<file path="src/rtl/dma_wait_pkg.sv">
package dma_wait_pkg;

  typedef enum logic [1:0] {
    CLS_FAST  = 2'd0,
    CLS_LONG  = 2'd1,
    CLS_DRAM  = 2'd2,
    CLS_MUXIO = 2'd3
  } area_cls_e;

  typedef enum logic {
    SEQ_IDLE = 1'b0,
    SEQ_RUN  = 1'b1
  } seq_st_e;

  function automatic area_cls_e area_class(int unsigned idx);
    case (idx)
      0, 2:    return CLS_LONG;
      1:       return CLS_DRAM;
      6:       return CLS_MUXIO;
      default: return CLS_FAST;
    endcase
  endfunction

endpackage

</file>
<file path="src/rtl/wait_ctl_reg.sv">
module wait_ctl_reg #(
  parameter int REG_W = 16
) (
  input  logic             clk_i,
  input  logic             rst_ni,
  input  logic             we_i,
  input  logic [REG_W-1:0] wdata_i,
  output logic [REG_W-1:0] q_o
);
  // power-on reset only; manual reset never reaches this register
  always_ff @(posedge clk_i or negedge rst_ni) begin
    if (!rst_ni)   q_o <= '1;
    else if (we_i) q_o <= wdata_i;
  end
endmodule

</file>
<file path="src/rtl/area_timing_decode.sv">
module area_timing_decode
  import dma_wait_pkg::*;
#(
  parameter int NUM_AREAS = 8,
  parameter int LW_W      = 2,
  parameter int MUX_LEN   = 4,
  parameter int LEN_W     = 3,
  localparam int AREA_W   = $clog2(NUM_AREAS)
) (
  input  logic [AREA_W-1:0]    area_i,
  input  logic [NUM_AREAS-1:0] rd_ctl_i,
  input  logic [LW_W-1:0]      long_wait_i,
  output logic [LEN_W-1:0]     len_o,
  output logic                 samp_o
);
  logic [LEN_W-1:0] len_a  [NUM_AREAS];
  logic             samp_a [NUM_AREAS];

  for (genvar g = 0; g < NUM_AREAS; g++) begin : g_area
    localparam area_cls_e CLS = area_class(g);
    if (CLS == CLS_MUXIO) begin : g_mux
      assign len_a[g]  = LEN_W'(MUX_LEN);
      assign samp_a[g] = 1'b1;
    end else if (CLS == CLS_LONG) begin : g_long
      assign len_a[g]  = LEN_W'(1) + LEN_W'(long_wait_i);
      assign samp_a[g] = rd_ctl_i[g];
    end else begin : g_short
      // plain areas and DRAM column phase: short or long pitch
      assign len_a[g]  = rd_ctl_i[g] ? LEN_W'(2) : LEN_W'(1);
      assign samp_a[g] = rd_ctl_i[g];
    end
  end

  assign len_o  = len_a[area_i];
  assign samp_o = samp_a[area_i];
endmodule

</file>
<file path="src/rtl/read_cycle_seq.sv">
module read_cycle_seq
  import dma_wait_pkg::*;
#(
  parameter int LEN_W = 3
) (
  input  logic             clk_i,
  input  logic             rst_ni,
  input  logic             soft_rst_i,
  input  logic             start_i,
  input  logic             wait_ni,
  input  logic [LEN_W-1:0] len_i,
  input  logic             samp_i,
  output logic             busy_o,
  output logic             done_o
);
  seq_st_e          st_q;
  logic [LEN_W-1:0] cnt_q, len_q;
  logic             samp_q;
  logic             at_last, hold;

  assign at_last = (cnt_q == len_q);
  assign hold    = at_last && samp_q && !wait_ni;
  assign busy_o  = (st_q == SEQ_RUN);
  assign done_o  = busy_o && at_last && !hold;

  always_ff @(posedge clk_i or negedge rst_ni) begin
    if (!rst_ni) begin
      st_q   <= SEQ_IDLE;
      cnt_q  <= '0;
      len_q  <= '0;
      samp_q <= 1'b0;
    end else if (soft_rst_i) begin
      st_q  <= SEQ_IDLE;
      cnt_q <= '0;
    end else begin
      unique case (st_q)
        SEQ_IDLE: if (start_i) begin
          st_q   <= SEQ_RUN;
          cnt_q  <= LEN_W'(1);
          len_q  <= len_i;
          samp_q <= samp_i;
        end
        SEQ_RUN: begin
          if (done_o)        st_q  <= SEQ_IDLE;
          else if (!at_last) cnt_q <= cnt_q + LEN_W'(1);
        end
        default: st_q <= SEQ_IDLE;
      endcase
    end
  end
endmodule

</file>
<file path="src/rtl/dma_rd_wait_ctl.sv">
module dma_rd_wait_ctl
  import dma_wait_pkg::*;
#(
  parameter int NUM_AREAS = 8,
  parameter int LW_W      = 2,
  parameter int MUX_LEN   = 4,
  localparam int REG_W    = 2 * NUM_AREAS,
  localparam int AREA_W   = $clog2(NUM_AREAS),
  localparam int LW_MAX   = 1 << LW_W,
  localparam int MAX_LEN  = (MUX_LEN > LW_MAX) ? MUX_LEN : LW_MAX,
  localparam int LEN_W    = $clog2(MAX_LEN + 1)
) (
  input  logic              clk_i,
  input  logic              rst_ni,
  input  logic              soft_rst_i,
  input  logic              reg_we_i,
  input  logic [REG_W-1:0]  reg_wdata_i,
  output logic [REG_W-1:0]  reg_rdata_o,
  input  logic              start_i,
  input  logic [AREA_W-1:0] area_i,
  input  logic [LW_W-1:0]   long_wait_i,
  input  logic              wait_ni,
  output logic              busy_o,
  output logic              done_o
);
  logic [REG_W-1:0] ctl_q;
  logic [LEN_W-1:0] len;
  logic             samp;

  wait_ctl_reg #(.REG_W(REG_W)) u_reg (
    .clk_i   (clk_i),
    .rst_ni  (rst_ni),
    .we_i    (reg_we_i),
    .wdata_i (reg_wdata_i),
    .q_o     (ctl_q)
  );

  area_timing_decode #(
    .NUM_AREAS (NUM_AREAS),
    .LW_W      (LW_W),
    .MUX_LEN   (MUX_LEN),
    .LEN_W     (LEN_W)
  ) u_dec (
    .area_i      (area_i),
    .rd_ctl_i    (ctl_q[REG_W-1:NUM_AREAS]),
    .long_wait_i (long_wait_i),
    .len_o       (len),
    .samp_o      (samp)
  );

  read_cycle_seq #(.LEN_W(LEN_W)) u_seq (
    .clk_i      (clk_i),
    .rst_ni     (rst_ni),
    .soft_rst_i (soft_rst_i),
    .start_i    (start_i),
    .wait_ni    (wait_ni),
    .len_i      (len),
    .samp_i     (samp),
    .busy_o     (busy_o),
    .done_o     (done_o)
  );

  assign reg_rdata_o = ctl_q;
endmodule

</file>
<file path="config.mk">
export PLATFORM = sky130hd
export DESIGN_NAME = dma_rd_wait_ctl
export DESIGN_NICKNAME = d
export VERILOG_FILES = /design/src/rtl/dma_wait_pkg.sv /design/src/rtl/wait_ctl_reg.sv /design/src/rtl/area_timing_decode.sv /design/src/rtl/read_cycle_seq.sv /design/src/rtl/dma_rd_wait_ctl.sv
export SDC_FILE = /design/constraint.sdc
export NUM_CORES = 1
export LEC_CHECK = 0
export BUFFER_PORTS_ARGS = -buffer_cell sky130_fd_sc_hd__buf_4
export CORE_MARGIN = 3
export CORE_UTILIZATION = 43
export DETAILED_ROUTE_END_ITERATION = 8
export PLACE_DENSITY = 0.74
export SETUP_SLACK_MARGIN = 0.1
export SYNTH_ARGS = -nofsm -noshare
export SYNTH_HDL_FRONTEND = slang
export SYNTH_SLANG_ARGS = --single-unit
</file>
<file path="constraint.sdc">
create_clock -name clk_i -period 1.06 [get_ports clk_i]
set_input_delay 0.106 -clock clk_i [delete_from_list [all_inputs] [get_ports clk_i]]
set_output_delay 0.106 -clock clk_i [all_outputs]
set_load 0.03 [all_outputs]
</file>
==> results.rst, run 1 <==
.. list-table::
   :header-rows: 1

   * - Metric
     - Value
   * - Result of the run
     - finished, violations left
   * - Violated checks
     - setup timing
   * - Number of distinct standard cells referenced by the synthesized netlist
     - 32
   * - Path depth of the worst reg2reg path
     - 7
   * - Yosys warnings
     - 0
   * - Remaining antenna violation count
     - 0
   * - Chip Width
     - 58.8 um
   * - Remaining global-route overflow
     - 0
   * - Worst min path class
     - input pin to flip-flop
   * - Power Density
     - approximately 1400 nW/um2
   * - Netlist area before placement
     - 1200 um2
   * - Synth Area in Adders
     - 0.0209
   * - Area delta synth->final
     - 64.4%
   * - Worst IR Drop VDD
     - between 1 and 1.5 mV
   * - Clock tree from TritonCTS
     - done
   * - R2r setup slk
     - -0.44 ns
   * - Fraction of the yosys area taken by sequential cells
     - 0.518
   * - Total number of nets in the final design
     - roughly 200
   * - Overall die area
     - 3450 um2
   * - Total clock sinks
     - 24
   * - Hold EP
     - u_reg.q_o[5]$_DFFE_PN1P_
   * - Final setup vio count
     - 26
   * - Least setup slack across all paths after layout
     - -0.470 ns
   * - Dominant combinational cell family by area after synthesis
     - multiplexers
   * - Net count after synthesis
     - approximately 120
   * - Area fraction in compound gates after synthesis
     - 0.0857
   * - Peak fanout along the critical path
     - 2
   * - Area share of and/or/nand/nor cells after synthesis
     - 0.107
   * - CTS H-tree depth
     - 1
   * - Detailed-route via count
     - about 1,000
   * - Number of buffers and inverters on the critical path
     - 1
   * - Synthesis-stage register bit count
     - 24
   * - Worst skew pair latency
     - between 0.3 and 0.4 ns
   * - FF-to-FF End
     - u_seq.cnt_q[2]$_DFFE_PN0P_
   * - Final Max Slew Viols
     - 0
   * - Unrepaired setup endpoints after global routing
     - yes
   * - Final antenna diode count
     - 0
   * - Async SR Flop Fraction
     - 1.00
   * - Clock slew at the register clock pins of the worst setup and hold paths
     - 0.13 ns
   * - Initial Utilization
     - 0.466
   * - Dpl hpwl
     - 1.99 mm
   * - Final instance area
     - 1970 um2
   * - Router iterations before antenna repair
     - 4
   * - Worst EP arrival
     - 1.42 ns
   * - Mean instance size in the synthesized netlist
     - ~13 um2
   * - Final period util
     - 1.44
   * - Wirelength per Cell
     - roughly 15 um
   * - Number of remaining DRC errors
     - 0
   * - Number of enable flip-flop cells after synthesis
     - 0
   * - Io pins
     - 45
   * - Maximum number of pins on one net before global-route repair
     - 25
   * - Cells traversed along the worst timing path
     - xnor2_2, nand4_2, a21oi_4, buf_6
   * - CORE AREA
     - ~2600 um2
   * - Clock root buffer
     - sky130_fd_sc_hd__clkbuf_4
   * - Number of stages on the worst hold path
     - 2
   * - Portion of netlist area occupied by mux cells
     - 0.194
   * - Global-route wire length before repair
     - about 4.8 mm
   * - Count of filler cells inserted in the layout
     - 162
   * - Kind of cell with the highest combined delay on the critical path
     - flip-flops
   * - Worst setup startpoint
     - u_seq.len_q[2]$_DFFE_PN0P_
   * - Source of the worst hold timing path
     - reg_wdata_i[5]
   * - Post-synthesis instance total
     - 94
   * - Minimum period implied by the final worst setup slack
     - about 1.5 ns
   * - RR Startpoint
     - u_seq.len_q[2]$_DFFE_PN0P_
   * - Total leakage power
     - between 0.8 and 0.9 nW
   * - Share of the synthesized netlist area taken by xor and xnor gates
     - 0.0345
   * - Aggregate negative setup slack
     - -3.70 ns
   * - Max Cap Violations
     - 0
   * - Cell type of the slowest stage on the worst timing path
     - sky130_fd_sc_hd__dfrtp_1
   * - Global Route Usage Sum
     - 0.185
   * - Critical Path RT
     - 0.95 ns
   * - Total count of hold-check failures in the final report
     - 0
   * - Clock Tree Buf Depth
     - 2
   * - Worst-Margin Slew
     - slightly below 0.3 ns
   * - Initial antenna violation count
     - 0
   * - Placer's final routability congestion estimate
     - ~0.79
   * - Chip height
     - 58.8 um
   * - Average via count per standard cell
     - 5.17
   * - Fraction of layout instances using a drive strength above 1
     - 0.770
   * - Number of buffers inserted by port buffering
     - 44
   * - Number of global-route vias before repair
     - ~1,100
   * - Dpl cell area
     - ~1600 um2
   * - Worst rel slew slack
     - 0.808
   * - Clock buffers created by TritonCTS
     - 3
   * - Site row count
     - 18
   * - Wire length after detailed routing
     - roughly 2.8 mm
   * - Max Clock Skew
     - 0.00352 ns
   * - Type of origin of the critical path
     - flip-flop
   * - Delay of the slowest critical-path stage
     - 0.43 ns
   * - Class of the most critical setup path
     - flip-flop to output pin
   * - Dominant register cell in the synthesized netlist
     - sky130_fd_sc_hd__dfstp_2
   * - Critical Path Sink Type
     - output pin
   * - F_max
     - between 0.6 and 0.7 GHz
   * - Number of violations reported at the end of detailed-routing iteration 0
     - 4
[how the worst max path moves through the flow]
| stage | endpoint | slack, ns | depth (start not counted) |
|---|---|---|---|
| 6_report | done_o | -0.47 | 4 |
| 2_1_floorplan | u_seq.len_q[2]$_DFFE_PN0P_ | -0.20 | 5 |
| 3_5_place_dp | u_seq.cnt_q[0]$_DFFE_PN0P_ | -0.23 | 5 |
| 3_3_place_gp | done_o | -0.16 | 4 |
| 5_1_grt | done_o | -0.55 | 4 |
| 4_1_cts | done_o | -0.48 | 4 |
[placed cells by master (no fill, tap or decap), types with 2 or more instances in the layout]
cell type,instances
sky130_fd_sc_hd__nand2_1,4
sky130_fd_sc_hd__nand3_1,2
sky130_fd_sc_hd__dlygate4sd3_1,4
sky130_fd_sc_hd__clkbuf_4,3
sky130_fd_sc_hd__mux2_2,16
sky130_fd_sc_hd__dfrtp_1,7
sky130_fd_sc_hd__nor2_1,5
sky130_fd_sc_hd__buf_6,29
sky130_fd_sc_hd__a31oi_2,2
sky130_fd_sc_hd__o21ai_1,3
sky130_fd_sc_hd__a21oi_1,3
sky130_fd_sc_hd__buf_4,40
sky130_fd_sc_hd__mux2i_1,2
sky130_fd_sc_hd__xnor2_2,3
sky130_fd_sc_hd__dfstp_2,16
[cells by family after synthesis]
kind of cell / after synthesis
adders and majority gates: 2
AOI/OAI and AO/OA: 16
buffers and inverters: 7
muxes: 20
xor gates and xnor gates: 3
and+or+nand+nor: 22
DFF: 24
[through the flow]
step | worst slack, ns | cells | utilization | total power [mW] | hold slack, ns
6_report | -0.470 | 195 | 0.767 | 2.69 | 0.0112
3_5_place_dp | -0.230 | 174 | 0.633 | 1.95 | 0.0164
3_3_place_gp | -0.163 | 174 | 0.633 | 1.92 | 0.0148
5_1_grt | -0.547 | 195 | 0.767 | 2.83 | 0.00134
2_1_floorplan | -0.200 | 94 | - | 1.62 | -0.190
4_1_cts | -0.479 | 191 | 0.748 | 2.64 | 0.00209
[layer usage]
metal,global-route usage,vias to the layer above,part of all wire
met5,0,-,0
met4,0.0680,0,0.0098
met3,0.0461,3,0.061
met2,0.322,34,0.54
met1,0.219,485,0.39
li1,-,486,-
[worst reg2reg max path, stage by stage (launching register included)]
cell and delay [ns]:
sky130_fd_sc_hd__dfrtp_1 0.43, sky130_fd_sc_hd__xnor2_2 0.19, sky130_fd_sc_hd__nand4_2 0.17, sky130_fd_sc_hd__buf_4 0.17, sky130_fd_sc_hd__buf_6 0.10, sky130_fd_sc_hd__buf_6 0.11
sky130_fd_sc_hd__a31oi_2 0.14, sky130_fd_sc_hd__a311oi_2 0.07
[layout make-up]
| cell class | count | area, um2 | share of cell area |
|---|---|---|---|
| clock buffers | 4 | 36.3 | 0.0184 |
| inverters | 1 | 3.75 | 0.00191 |
| flip-flops and latches | 24 | 622 | 0.316 |
| repair buffers | 73 | 667 | 0.339 |
| well taps | 30 | 37.5 | 0.0191 |
| multi-input cells | 63 | 602 | 0.306 |
[state kept, by name, summed over array words and instances, names as in the netlist]
signal / cells
u_seq.busy_o: 1
u_seq.samp_q: 1
u_seq.cnt_q: 3
u_seq.len_q: 3
u_reg.q_o: 16
[repair_timing]
item | 4_1_cts | 5_1_grt
pin swaps | 7 | 4
setup endpoints to repair | 26 | 26
hold buffers | 4 | 0
hold endpoints to repair | 25 | 0
buffers inserted | 9 | 4
gates resized for setup | 39 | 4
[power breakdown]
group	leakage, nW	switching (mW)	internal, mW
registers	0.269	0.0966	1.07
logic	0.586	0.456	0.588
clock network	0.0210	0.270	0.210
total	0.875	0.823	1.87
[synth_stat cells, types with 2 or more instances]
| library cell | number | area (um2) |
|---|---|---|
| sky130_fd_sc_hd__ha_1 | 2 | 25.0 |
| sky130_fd_sc_hd__nor3_1 | 2 | 10.0 |
| sky130_fd_sc_hd__o21ai_0 | 3 | 15.0 |
| sky130_fd_sc_hd__xnor2_2 | 2 | 32.5 |
| sky130_fd_sc_hd__a21oi_1 | 5 | 25.0 |
| sky130_fd_sc_hd__nor2_1 | 6 | 22.5 |
| sky130_fd_sc_hd__nand2_1 | 5 | 18.8 |
| sky130_fd_sc_hd__buf_2 | 2 | 10.0 |
| sky130_fd_sc_hd__mux2_2 | 16 | 180 |
| sky130_fd_sc_hd__dfrtp_1 | 8 | 200 |
| sky130_fd_sc_hd__mux2i_1 | 3 | 30.0 |
| sky130_fd_sc_hd__nand3_1 | 3 | 15.0 |
| sky130_fd_sc_hd__dfstp_2 | 16 | 420 |
| sky130_fd_sc_hd__buf_6 | 2 | 22.5 |
| sky130_fd_sc_hd__a31oi_1 | 2 | 12.5 |
(Power assumes the default switching activity.)
==> run 2: changes to the inputs <==
--- a/config.mk
+++ b/config.mk
@@ -8,2 +8,3 @@
 export BUFFER_PORTS_ARGS = -buffer_cell sky130_fd_sc_hd__buf_4
+export CAP_MARGIN = 20
 export CORE_MARGIN = 3
==> constraint.sdc (replaced) <==
create_clock -name clk_i -period 1.06 [get_ports clk_i]
set_input_delay 0.159 -clock clk_i [delete_from_list [all_inputs] [get_ports clk_i]]
set_output_delay 0.159 -clock clk_i [all_outputs]
set_load 0.03 [all_outputs]
==> run 2 against run 1 <==
- the run still ends with setup timing left
- core utilization is 0.63 points lower
- hold slack better by 0.057 ns
- final cell count is 1.5% lower
- sequential cell count stayed put
- critical path type unchanged
- largest cell class unchanged
- highest routed layer unchanged
==> results.rst, run 2 (synthesis results as in run 1) <==
.. list-table::
   :header-rows: 1

   * - Metric
     - Value
   * - Result of the run
     - finished, violations left
   * - Violated checks
     - setup timing
   * - Clock root buffer
     - sky130_fd_sc_hd__clkbuf_4
   * - Global Route Usage Sum
     - 0.185
   * - Number of remaining DRC errors
     - 0
   * - Initial Utilization
     - 0.466
   * - R2r setup slk
     - -0.44 ns
   * - Wirelength per Cell
     - roughly 15 um
   * - Leading cell type in the layout, fill and taps excluded
     - sky130_fd_sc_hd__buf_4
   * - Area delta synth->final
     - 63.0%
   * - Clock slew at the register clock pins of the worst setup and hold paths
     - about 0.12 ns
   * - Register with the highest flop count
     - u_reg.q_o
   * - Peak fanout along the critical path
     - 2
   * - Final Max Slew Viols
     - 0
   * - Count of filler cells inserted in the layout
     - around 160
   * - Power Density
     - 1380 nW/um2
   * - F_max
     - 0.618 GHz
   * - Total clock sinks
     - 24
   * - Wire length after detailed routing
     - 2.88 mm
   * - Worst-Margin Slew
     - 0.284 ns
   * - Number of violations reported at the end of detailed-routing iteration 0
     - 34
   * - Max FFs per register
     - 16
   * - Overall die area
     - roughly 3500 um2
   * - Unrepaired setup endpoints after global routing
     - yes
   * - Clock Tree Buf Depth
     - 2
   * - Worst rel slew slack
     - 0.811
   * - Remaining global-route overflow
     - 0
   * - Final instance area
     - 1950 um2
   * - CTS H-tree depth
     - 1
   * - Worst skew pair latency
     - 0.31 ns
   * - Critical Path Sink Type
     - output pin
   * - Total count of hold-check failures in the final report
     - 0
   * - Minimum period implied by the final worst setup slack
     - 1.62 ns
   * - Detailed-route via count
     - 995
   * - Number of global-route vias before repair
     - 1,090
   * - Total leakage power
     - between 0.8 and 0.9 nW
   * - Max Clock Skew
     - 0.00489 ns
   * - Dpl cell area
     - between 1500 and 2000 um2
   * - Type of origin of the critical path
     - flip-flop
   * - Worst EP arrival
     - 1.46 ns
   * - Overall power consumption
     - around 2.7 mW
   * - Router iterations before antenna repair
     - 4
   * - Clock buffers created by TritonCTS
     - 3
   * - Global-route wire length before repair
     - 4.86 mm
   * - Worst IR Drop VDD
     - between 1 and 1.5 mV
   * - Clock tree from TritonCTS
     - done
   * - Final period util
     - 1.53
   * - Class of the most critical setup path
     - flip-flop to output pin
   * - Average via count per standard cell
     - 5.18
   * - Fraction of layout instances using a drive strength above 1
     - 0.778
   * - Worst min path class
     - input pin to flip-flop
   * - Cells after DPL
     - around 180
   * - Final antenna diode count
     - 0
   * - Chip height
     - ~59 um
   * - Initial antenna violation count
     - 0
   * - Max Cap Violations
     - 0
   * - CORE AREA
     - ~2600 um2
   * - Remaining antenna violation count
     - 0
   * - Aggregate negative setup slack
     - -4.75 ns
   * - Placer's final routability congestion estimate
     - roughly 0.83
   * - Critical Path RT
     - 0.90 ns
   * - Total number of nets in the final design
     - 192
   * - Leading registers by flop count
     - u_reg.q_o: 16 flops, u_seq.cnt_q: 3 flops, u_seq.len_q: 3 flops
   * - Count of placed standard cells in the final layout, fillers left out
     - approximately 190
   * - Chip Width
     - approximately 59 um
   * - Number of buffers inserted by port buffering
     - 44
   * - Final setup vio count
     - 26
   * - Dpl hpwl
     - 2.06 mm
   * - Site row count
     - 18
   * - Least setup slack across all paths after layout
     - -0.557 ns
   * - Io pins
     - 45
   * - Top library cells by usage in the layout, fill and taps aside
     - sky130_fd_sc_hd__buf_4, sky130_fd_sc_hd__buf_6, sky130_fd_sc_hd__dfstp_2, sky130_fd_sc_hd__mux2_2, sky130_fd_sc_hd__dfrtp_1
   * - Maximum number of pins on one net before global-route repair
     - 25
[run 2: cell types whose count changed in the layout (fill, tap and decap cells not counted), sizes merged]
cell         change
dlygate4sd3      -3
[run 2: worst paths after layout]
| path | startpoint | endpoint | depth (start not counted) |
|---|---|---|---|
| worst max-delay path | u_seq.len_q[2]$_DFFE_PN0P_ | done_o | 4 |
| worst min-delay path | reg_wdata_i[8] | u_reg.q_o[8]$_DFFE_PN1P_ | 2 |
| worst max register to register | u_seq.len_q[2]$_DFFE_PN0P_ | u_seq.cnt_q[2]$_DFFE_PN0P_ | 5 |
| worst min register to register | u_seq.len_q[2]$_DFFE_PN0P_ | u_seq.len_q[2]$_DFFE_PN0P_ | 2 |
| max in group asynchronous | rst_ni | u_reg.q_o[12]$_DFFE_PN1P_ | 2 |
| min in group asynchronous | rst_ni | u_seq.cnt_q[2]$_DFFE_PN0P_ | 2 |
[run 2: metal layers]
layer	GRT usage	vias up	part of all wire
li1	-	472	-
met1	0.210	478	0.37
met2	0.334	36	0.54
met3	0.0417	9	0.060
met4	0.0680	0	0.027
met5	0	-	0
[run 2: timing repair]
action | CTS | global route
hold buffers | 1 | 0
pin swaps | 9 | 10
resized for setup | 37 | 10
hold endpoints to repair | 24 | 0
setup buffers | 4 | 7
endpoints found under the setup margin | 26 | 27
[run 2: cell type report]
cell class	instances	area (um2)	share of cell area
Timing Repair Buffer	70	641	0.328
Inverter	1	3.75	0.00192
Tap cell	30	37.5	0.0192
Sequential cell	24	622	0.319
Multi-Input combinational cell	63	612	0.313
Clock buffer	4	36.3	0.0186
[run 2: report_power, final]
part / total (mW) / switching (mW) / internal [mW]
clock network: 0.469 / 0.259 / 0.210
logic: 1.06 / 0.476 / 0.581
registers: 1.17 / 0.0992 / 1.07
[run 2: critical path, stage by stage (launching register included)]
cell                      delay (ns)
sky130_fd_sc_hd__dfrtp_1        0.43
sky130_fd_sc_hd__xnor2_2        0.26
sky130_fd_sc_hd__nand4_4        0.16
sky130_fd_sc_hd__a21oi_4        0.15
sky130_fd_sc_hd__buf_6          0.14
[run 2: per-stage QoR]
stage          hold slack [ns]  setup slack, ns  utilization
5_1_grt                 0.0488           -0.618        0.760
3_5_place_dp            0.0655           -0.304        0.644
3_3_place_gp            0.0663           -0.184        0.644
2_1_floorplan           -0.137           -0.200            -
6_report                0.0677           -0.557        0.760
4_1_cts                 0.0466           -0.560        0.729
==> run 3: changes to the inputs <==
==> constraint.sdc (replaced) <==
create_clock -name clk_i -period 1.06 [get_ports clk_i]
set_input_delay 0 -clock clk_i [delete_from_list [all_inputs] [get_ports clk_i]]
set_output_delay 0 -clock clk_i [all_outputs]
set_load 0.03 [all_outputs]
==> run 3 against run 2 <==
- the flow still finishes with violations (setup timing)
- die area unchanged
- sequential share of layout area down 2.8 points
- global-route usage up 4.8 points
- sequential cell count unchanged
- core utilization up 7.6 points
- register-to-register slack better by 0.05 ns
- non-clock buffer count up 16
- sequential power about the same
- largest power group unchanged
- highest routed layer unchanged
==> results.rst, run 3 (synthesis results as in run 1) <==
.. list-table::
   :header-rows: 1

   * - Metric
     - Value
   * - Worst EP arrival
     - around 1.5 ns
   * - Overall power consumption
     - approximately 2.7 mW
   * - Clock Tree Buf Depth
     - 2
   * - Final antenna diode count
     - 0
   * - Site row count
     - 18
   * - CORE AREA
     - around 2600 um2
   * - Leading registers by flop count
     - u_reg.q_o: 16 flops, u_seq.cnt_q: 3 flops, u_seq.len_q: 3 flops
   * - Worst skew pair latency
     - around 0.31 ns
   * - Register share of total power
     - 0.436
   * - Clock tree from TritonCTS
     - done
   * - Placer's final routability congestion estimate
     - roughly 0.76
   * - Overall die area
     - 3450 um2
   * - Worst hold slack across all endpoints
     - 0.0488 ns
   * - Io pins
     - 45
   * - Total leakage power
     - slightly above 0.9 nW
   * - Class of the most critical setup path
     - flip-flop to output pin
   * - Final Max Slew Viols
     - 0
   * - Cell-internal power
     - 1.84 mW
   * - Aggregate negative setup slack
     - -2.51 ns
   * - Number of stages on the worst hold path
     - 3
   * - Least setup slack across all paths after layout
     - -0.411 ns
   * - Area taken by flip-flops and latches
     - between 600 and 700 um2
   * - Global Route Usage Sum
     - 0.233
   * - Clock slew at the register clock pins of the worst setup and hold paths
     - between 0.1 and 0.15 ns
   * - Worst-Margin Slew
     - roughly 0.27 ns
   * - Minimum period implied by the final worst setup slack
     - approximately 1.5 ns
   * - Critical Path RT
     - roughly 1.1 ns
   * - Final setup vio count
     - 16
   * - Type of origin of the critical path
     - flip-flop
   * - Clock buffers created by TritonCTS
     - 3
   * - Initial antenna violation count
     - 0
   * - Number of buffers inserted by port buffering
     - 44
   * - Remaining global-route overflow
     - 0
   * - Number of violations reported at the end of detailed-routing iteration 0
     - 42
   * - Hold EP
     - u_seq.busy_o$_DFF_PN0_
   * - Wire length after detailed routing
     - slightly below 4 mm
   * - Final period util
     - 1.39
   * - Count of filler cells inserted in the layout
     - ~130
   * - Logic gate share of total power
     - 0.410
   * - Number of global-route vias before repair
     - around 1,200
   * - Worst-case setup slack after placement
     - -0.266 ns
   * - Number of remaining DRC errors
     - 0
   * - Worst min path class
     - input pin to flip-flop
   * - Max Cap Violations
     - 0
   * - Source of the worst hold timing path
     - start_i
   * - Top library cells by usage in the layout, fill and taps aside
     - sky130_fd_sc_hd__buf_4, sky130_fd_sc_hd__buf_6, sky130_fd_sc_hd__dlygate4sd3_1, sky130_fd_sc_hd__dfstp_2, sky130_fd_sc_hd__mux2_2
   * - Initial Utilization
     - 0.466
   * - Total number of nets in the final design
     - 208
   * - Chip Width
     - just under 60 um
   * - Unrepaired setup endpoints after global routing
     - yes
   * - Fraction of layout instances using a drive strength above 1
     - 0.697
   * - FF-to-FF End
     - u_seq.cnt_q[2]$_DFFE_PN0P_
   * - Register with the highest flop count
     - u_reg.q_o
   * - RR Startpoint
     - u_seq.len_q[2]$_DFFE_PN0P_
   * - Worst rel slew slack
     - 0.816
   * - Total clock sinks
     - 24
   * - Maximum number of pins on one net before global-route repair
     - 25
   * - Detailed-route via count
     - 1,109
   * - Total count of hold-check failures in the final report
     - 0
   * - Max Clock Skew
     - between 0.01 and 0.015 ns
   * - F_max
     - approximately 0.68 GHz
   * - Fraction of power spent switching nets
     - 0.329
   * - Worst IR Drop VDD
     - between 1 and 1.5 mV
   * - Critical Path Sink Type
     - output pin
   * - Violated checks
     - setup timing
   * - Clock root buffer
     - sky130_fd_sc_hd__clkbuf_4
   * - Wirelength per Cell
     - between 15 and 20 um
   * - Path depth of the worst reg2reg path
     - 6
   * - Average via count per standard cell
     - around 5.3
   * - Peak fanout along the critical path
     - 3
   * - CTS H-tree depth
     - 1
   * - Area of the multi-input gates
     - between 600 and 700 um2
   * - Global-route wire length before repair
     - between 6 and 7 mm
   * - Result of the run
     - finished, violations left
   * - Chip height
     - roughly 59 um
   * - Area delta synth->final
     - 79.3%
   * - Max FFs per register
     - 16
   * - Router iterations before antenna repair
     - 4
   * - Dpl hpwl
     - ~2.0 mm
   * - Post-Route Utilization
     - 0.836
   * - Power Density
     - approximately 1300 nW/um2
   * - Net switching power figure
     - a little over 0.9 mW
   * - Clock network fraction of design power
     - 0.154
   * - Leading cell type in the layout, fill and taps excluded
     - sky130_fd_sc_hd__buf_4
   * - R2r setup slk
     - -0.39 ns
   * - Remaining antenna violation count
     - 0
==> run 3: what timing repair did <==
item                                   in CTS  in global routing
setup endpoints to repair                  26                 27
buffers inserted                            6                  6
endpoints found under the hold margin      46                  0
pin swaps                                   8                  7
gates resized for setup                    40                 10
hold buffers                               20                  0
==> run 3: metrics by stage <==
step	cells	cell area, um2
final	208	2150
after global routing	208	2150
after CTS	203	2060
after detailed placement	173	1620
after global placement	173	1620
after floorplan	94	1210
==> run 3: worst max path at each step <==
stage / depth (start not counted) / to / from / slack (ns)
final: 4 / done_o / u_seq.len_q[2]$_DFFE_PN0P_ / -0.41
after global routing: 4 / done_o / u_seq.len_q[2]$_DFFE_PN0P_ / -0.46
after CTS: 4 / done_o / u_seq.cnt_q[2]$_DFFE_PN0P_ / -0.45
after detailed placement: 3 / u_seq.cnt_q[2]$_DFFE_PN0P_ / u_seq.len_q[2]$_DFFE_PN0P_ / -0.27
after global placement: 3 / u_seq.cnt_q[2]$_DFFE_PN0P_ / u_seq.len_q[1]$_DFFE_PN0P_ / -0.13
after floorplan: 5 / u_seq.len_q[2]$_DFFE_PN0P_ / u_seq.busy_o$_DFF_PN0_ / -0.20
==> run 3: power by group through the flow <==
stage	combinational [mW]	clock (mW)	sequential [mW]
floorplan	0.318	0	1.30
global placement	0.744	0	1.16
detailed placement	0.765	0	1.17
CTS	0.993	0.412	1.17
global route	1.19	0.447	1.22
finish	1.13	0.424	1.20
==> run 3: layout make-up <==
class | count | share of cell area
clock buffer | 4 | 0.0122
tap | 30 | 0.0175
sequential | 24 | 0.291
inverter | 1 | 0.00175
multi-input combinational | 63 | 0.303
timing repair buffer | 86 | 0.375
==> run 3: metal layers <==
layer	wire length (um)	part of all wire	vias to the layer above	GRT usage
met1	1560	0.40	556	0.298
met2	2110	0.54	44	0.402
li1	-	-	503	-
met3	199	0.051	6	0.0439
met4	59	0.015	0	0.0615
met5	0	0	-	0
==> run 3: critical path, stage by stage, from the launching register on <==
cell                      delay [ns]
sky130_fd_sc_hd__dfrtp_2        0.47
sky130_fd_sc_hd__xnor2_4        0.23
sky130_fd_sc_hd__nand4_4        0.15
sky130_fd_sc_hd__a21oi_4        0.15
sky130_fd_sc_hd__buf_6          0.15
